File: src/rtl/ofp_pkg.sv
// Package ofp_pkg
// Shared defaults and the outcome type for the per-thread occupancy update.
// Assumes nothing beyond IEEE 1800-2017 packages.
package ofp_pkg;
    localparam int DEF_NUM_THR = 8;
    localparam int DEF_CNT_W   = 6;
    localparam int DEF_DELTA_W = 3;

    typedef enum logic [1:0] {
        UPD_NORMAL = 2'd0,
        UPD_SAT    = 2'd1,
        UPD_UNDER  = 2'd2
    } upd_kind_e;
endpackage

File: src/rtl/ofp_thread_ctr.sv
// Module ofp_thread_ctr
// One thread's occupancy counter. Fetch and drain amounts land in the same edge.
// The result saturates at the top of the range, and a result below zero clamps
// to zero with a one-cycle underflow indication.
// Assumes the amounts are unsigned and DELTA_W bits wide.
module ofp_thread_ctr
    import ofp_pkg::*;
#(
    parameter int CNT_W   = DEF_CNT_W,
    parameter int DELTA_W = DEF_DELTA_W
) (
    input  logic               clk,
    input  logic               rst_n,
    input  logic [DELTA_W-1:0] add_i,
    input  logic [DELTA_W-1:0] sub_i,
    output logic [CNT_W-1:0]   cnt_o,
    output logic               under_o
);
    localparam int SUM_W = ((CNT_W > DELTA_W) ? CNT_W : DELTA_W) + 2;
    localparam logic signed [SUM_W-1:0] TOP_S = SUM_W'((1 << CNT_W) - 1);

    logic [CNT_W-1:0]        cnt_q;
    logic signed [SUM_W-1:0] sum;
    upd_kind_e               kind;
    logic [CNT_W-1:0]        cnt_d;

    // Purpose: form the signed result of adding and removing in one step.
    always_comb begin
        sum = $signed({{(SUM_W-CNT_W){1'b0}}, cnt_q})
            + $signed({{(SUM_W-DELTA_W){1'b0}}, add_i})
            - $signed({{(SUM_W-DELTA_W){1'b0}}, sub_i});
    end

    // Purpose: classify the result and clamp it into range.
    always_comb begin
        if (sum < 0) begin
            kind = UPD_UNDER;
        end else if (sum > TOP_S) begin
            kind = UPD_SAT;
        end else begin
            kind = UPD_NORMAL;
        end
        case (kind)
            UPD_UNDER: cnt_d = '0;
            UPD_SAT:   cnt_d = {CNT_W{1'b1}};
            default:   cnt_d = sum[CNT_W-1:0];
        endcase
    end

    // Purpose: hold the occupancy count, cleared by synchronous reset.
    always_ff @(posedge clk) begin
        if (!rst_n) begin
            cnt_q <= '0;
        end else begin
            cnt_q <= cnt_d;
        end
    end

    assign cnt_o   = cnt_q;
    assign under_o = (kind == UPD_UNDER);
endmodule

File: src/rtl/ofp_min_pick.sv
// Module ofp_min_pick
// Purely combinational: among the threads whose mask bit is set, find the one
// with the smallest count. On equal counts the lowest index wins.
// Assumes counts are packed with thread i at [i*CNT_W +: CNT_W].
module ofp_min_pick #(
    parameter int NUM_THR = 8,
    parameter int CNT_W   = 6,
    parameter int TID_W   = $clog2(NUM_THR)
) (
    input  logic [NUM_THR*CNT_W-1:0] cnt_flat_i,
    input  logic [NUM_THR-1:0]       mask_i,
    output logic                     vld_o,
    output logic [TID_W-1:0]         id_o
);
    logic [CNT_W-1:0] best;

    // Purpose: ascending scan that replaces the best only on a strictly smaller count.
    always_comb begin
        vld_o = 1'b0;
        id_o  = '0;
        best  = '0;
        for (int i = 0; i < NUM_THR; i++) begin
            if (mask_i[i] && (!vld_o || (cnt_flat_i[i*CNT_W +: CNT_W] < best))) begin
                vld_o = 1'b1;
                id_o  = TID_W'(i);
                best  = cnt_flat_i[i*CNT_W +: CNT_W];
            end
        end
    end
endmodule

File: src/rtl/occ_fetch_pick.sv
// Module occ_fetch_pick
// Two-slot fetch-thread chooser driven by per-thread pre-execution occupancy.
// Slot 0 is the least-occupied eligible thread. Slot 1 is the least-occupied of
// the remaining eligible threads. Ties go to the lower thread ID.
// Assumes NUM_THR >= 2 and per-cycle amounts no larger than 2^DELTA_W-1.
module occ_fetch_pick
    import ofp_pkg::*;
#(
    parameter int NUM_THR = DEF_NUM_THR,
    parameter int CNT_W   = DEF_CNT_W,
    parameter int DELTA_W = DEF_DELTA_W,
    localparam int TID_W  = $clog2(NUM_THR)
) (
    input  logic                       clk,
    input  logic                       rst_n,
    input  logic [NUM_THR*DELTA_W-1:0] fetch_add_i,
    input  logic [NUM_THR*DELTA_W-1:0] drain_sub_i,
    input  logic [NUM_THR-1:0]         fetch_ok_i,
    output logic                       slot0_vld_o,
    output logic [TID_W-1:0]           slot0_tid_o,
    output logic                       slot1_vld_o,
    output logic [TID_W-1:0]           slot1_tid_o,
    output logic                       underflow_err_o
);
    logic [NUM_THR*CNT_W-1:0] cnt_flat;
    logic [NUM_THR-1:0]       under_vec;
    logic [NUM_THR-1:0]       rest_mask;
    logic                     err_q;

    // One occupancy counter per hardware thread.
    for (genvar t = 0; t < NUM_THR; t++) begin : g_ctr
        ofp_thread_ctr #(
            .CNT_W   (CNT_W),
            .DELTA_W (DELTA_W)
        ) u_ctr (
            .clk     (clk),
            .rst_n   (rst_n),
            .add_i   (fetch_add_i[t*DELTA_W +: DELTA_W]),
            .sub_i   (drain_sub_i[t*DELTA_W +: DELTA_W]),
            .cnt_o   (cnt_flat[t*CNT_W +: CNT_W]),
            .under_o (under_vec[t])
        );
    end

    ofp_min_pick #(
        .NUM_THR    (NUM_THR),
        .CNT_W      (CNT_W),
        .TID_W      (TID_W)
    ) u_pick0 (
        .cnt_flat_i (cnt_flat),
        .mask_i     (fetch_ok_i),
        .vld_o      (slot0_vld_o),
        .id_o       (slot0_tid_o)
    );

    // Purpose: drop the slot 0 winner from the candidates for slot 1.
    always_comb begin
        rest_mask = fetch_ok_i;
        if (slot0_vld_o) begin
            rest_mask[slot0_tid_o] = 1'b0;
        end
    end

    ofp_min_pick #(
        .NUM_THR    (NUM_THR),
        .CNT_W      (CNT_W),
        .TID_W      (TID_W)
    ) u_pick1 (
        .cnt_flat_i (cnt_flat),
        .mask_i     (rest_mask),
        .vld_o      (slot1_vld_o),
        .id_o       (slot1_tid_o)
    );

    // Purpose: sticky underflow flag, cleared only by reset.
    always_ff @(posedge clk) begin
        if (!rst_n) begin
            err_q <= 1'b0;
        end else begin
            err_q <= err_q | (|under_vec);
        end
    end

    assign underflow_err_o = err_q;
endmodule

File: config.mk
export PLATFORM = sky130hd
export DESIGN_NAME = occ_fetch_pick
export DESIGN_NICKNAME = d
export VERILOG_FILES = /design/src/rtl/ofp_pkg.sv /design/src/rtl/ofp_thread_ctr.sv /design/src/rtl/ofp_min_pick.sv /design/src/rtl/occ_fetch_pick.sv
export SDC_FILE = /design/constraint.sdc
export NUM_CORES = 1
export LEC_CHECK = 0
export CORE_UTILIZATION = 30
export DETAILED_ROUTE_END_ITERATION = 8
export PLACE_DENSITY_LB_ADDON = 0.2
export SLEW_MARGIN = 20
export SYNTH_ARGS = -nofsm -noshare
export SYNTH_HDL_FRONTEND = slang
export SYNTH_SLANG_ARGS = --single-unit
File: constraint.sdc
create_clock -name clk -period 47.8 [get_ports clk]
set_input_delay 7.17 -clock clk [delete_from_list [all_inputs] [get_ports clk]]
set_output_delay 7.17 -clock clk [all_outputs]
set_load 0.05 [all_outputs]
==> flow_summary.toml <==
[outcome]
outcome = "completed"

[worst_hold_path]
hold_class = "flop to flop"
holdPathStages = 2

[clock_tree]
tritoncts = "yes"
clk_pin_slew_ps = 60
cts_resized = 0
h-tree-depth = 2
cts_num_sinks = 49
clk_path_buf_depth = 2
root_buffer = "clkbuf_16"
cts_setup_buffers = 0
numCtsBuffers = 5
clock_latency_ps = 310
holdBufCountCts = 0

[synth]
yosysTopAreaCell = "ha_1"
synth_seq_cells = 49
synth_seq_area_share_pct = 12.99
synth_common_cells = "inv_1, ha_1, a21oi_1, nor2_1, nand2_1"
syn_nets = 1199
avgSynthCellArea_um2 = 7.720
yosysWarnings = 0
synth_edf_count = 0
synth_top_area_share_pct = 23.04
ys.flop_type = "dfxtp_1"
synth.most_common_cell = "inv_1"
netlist_top_cells_area = "ha_1, dfxtp_1, a21oi_1"
synthArstFlopShare_pct = 0
synth_cells = 978
netlist_area_um2 = 7550
ys_types = 79

[sta]
final.setup_skew_ps = 6.977
setup_tns_ps = 0
clock.fmax_ghz = 0.02325
fin_crit_ps = 43010
holdWs_ps = 628.0
setup_violations = 0
final-hold-violation-count = 0
post-route-period-util_pct = 89.97
relSlewSlack_pct = 26.79
worst_pin_slew_ps = 1093
slew_viol_final = 0
rsz0062_at_grt = "false"

[floorplanning]
die_y_um = 160.6
ioPinCount = 67
start_util_pct = 30.77
dieArea_um2 = 25800
die_w_um = 160.6
num_rows = 57
core_area_um2 = 24530

[global_route]
track_usage_pct = 16.64
grt_pass1_vias = 6457
antenna_found_initial = 0
grt_max_degree = 32
overflow = 0
grt_pass1_wl_mm = 33.86

[detailed_routing]
drcViolationCount = 0
vias = 6832
via_per_inst = 5.038
final_antenna_net_count = 0
drt_pass1_iterations = 5
routed_wl_mm = 21.05
routedWlPerCell_um = 15.52
drtIter0Drc = 368

[place]
hpwl_mm = 17.81
place.gp.congestion = 0.8997
numPortBuffers = 66
placed_cells = 1348

[setup_path]
r2r_end = "underflow_err_o"
arrival_ps = 35840
rr_worst_depth = 11
critPathMaxStageDelay_ps = 820
worstPathRequired_ps = 40630
crit_end = "slot1_tid_o[0]"
regToRegStartpoint = "g_ctr[6].u_ctr.cnt_o[1]"
path_class = "input port to output pin"
crit_path_start_kind = "input port"
critPathSlowestCell = "a31oi_1"
cp_max_fo = 31
path_common_cell = "a21oi_1"
r2r_slack_ps = 44720
worstSetupEndpointType = "output pin"
crit_start = "fetch_ok_i[0]"

[job]
drv_cap = 0

[finish]
fillers = 2605
num_antenna_cells = 0
layout-drive-gt1-share_pct = 4.264
stdcell_count = 1356
multi_input_area_um2 = 5808
area.sequential_um2 = 980.9
num-nets-final = 1252
area_growth_pct = 14.58
## layout make-up
| cell class | instances | share of cell area, % |
|---|---|---|
| timing repair buffer | 67 | 7.723 |
| tap | 324 | 4.686 |
| multi-input combinational | 735 | 67.14 |
| inverter | 173 | 7.507 |
| clock buffer | 6 | 1.490 |
| clock inverter | 2 | 0.1157 |
| sequential | 49 | 11.34 |
## metal layers
metal | GRT usage (%) | share of wire [%] | wire length, um
met1 | 24.40 | 53 | 11070
met2 | 25.48 | 42 | 8876
met5 | 0 | 0 | 0
met3 | 2.092 | 3.9 | 821
met4 | 4.113 | 1.3 | 284
## metrics by stage
step / cell area (um2) / setup slack, ps / utilization [%]
final: 8651 / 4793 / 35.26
after global routing: 8651 / 2252 / 35.26
after CTS: 8646 / 4726 / 35.24
after detailed placement: 8507 / 4821 / 34.67
after global placement: 8507 / 5112 / 34.67
after floorplan: 7550 / 9550 / -
## logic make-up after synthesis
group,after synthesis,synth area share (%)
AO/OA/AOI/OAI,304,26.19
XOR/XNOR,40,4.640
adder cells (fa/ha/maj),163,29.40
buffers and inverters,194,10.14
flip-flops,49,12.99
multiplexers,21,3.281
AND/OR/NAND/NOR,207,13.36
## cells in the final DEF, fill, tap and decap left out, types with 6 or more instances in the layout
cell,instances
a21o_1,31
a21oi_1,135
a221o_1,6
a31oi_1,16
and2_1,6
and3_1,11
and4_1,6
clkdlybuf4s50_1,66
dfxtp_1,49
fa_1,24
ha_1,139
inv_1,173
mux2_2,10
mux2i_1,6
nand2_1,54
nand2b_1,9
nand3_1,19
nand4_1,9
nor2_1,67
o21ai_0,34
o21bai_1,8
xnor2_1,32
xor2_1,8
## sequential cells by signal, indices dropped and copies added, names as in the netlist
register,cells
underflow_err_o,1
g_ctr.u_ctr.cnt_o,48
## critical path, delay by kind of cell
kind	cells	cell delay, ps
compound gates	62	15500
fa+ha+maj	14	4240
buf+inv	8	2010
mux	4	1630
simple gates	33	5280
## worst min path at each step
stage                             from                       to  slack, ps
2_1_floorplan  g_ctr[5].u_ctr.cnt_o[5]  g_ctr[5].u_ctr.cnt_o[2]        670
3_3_place_gp           underflow_err_o          underflow_err_o        620
3_5_place_dp           underflow_err_o          underflow_err_o        610
4_1_cts                underflow_err_o          underflow_err_o        630
5_1_grt                underflow_err_o          underflow_err_o        690
6_report               underflow_err_o          underflow_err_o        630
Power is left out: the tool's default activity adds up to more than one toggle a clock period on the data nets, which glitch-free logic cannot reach.
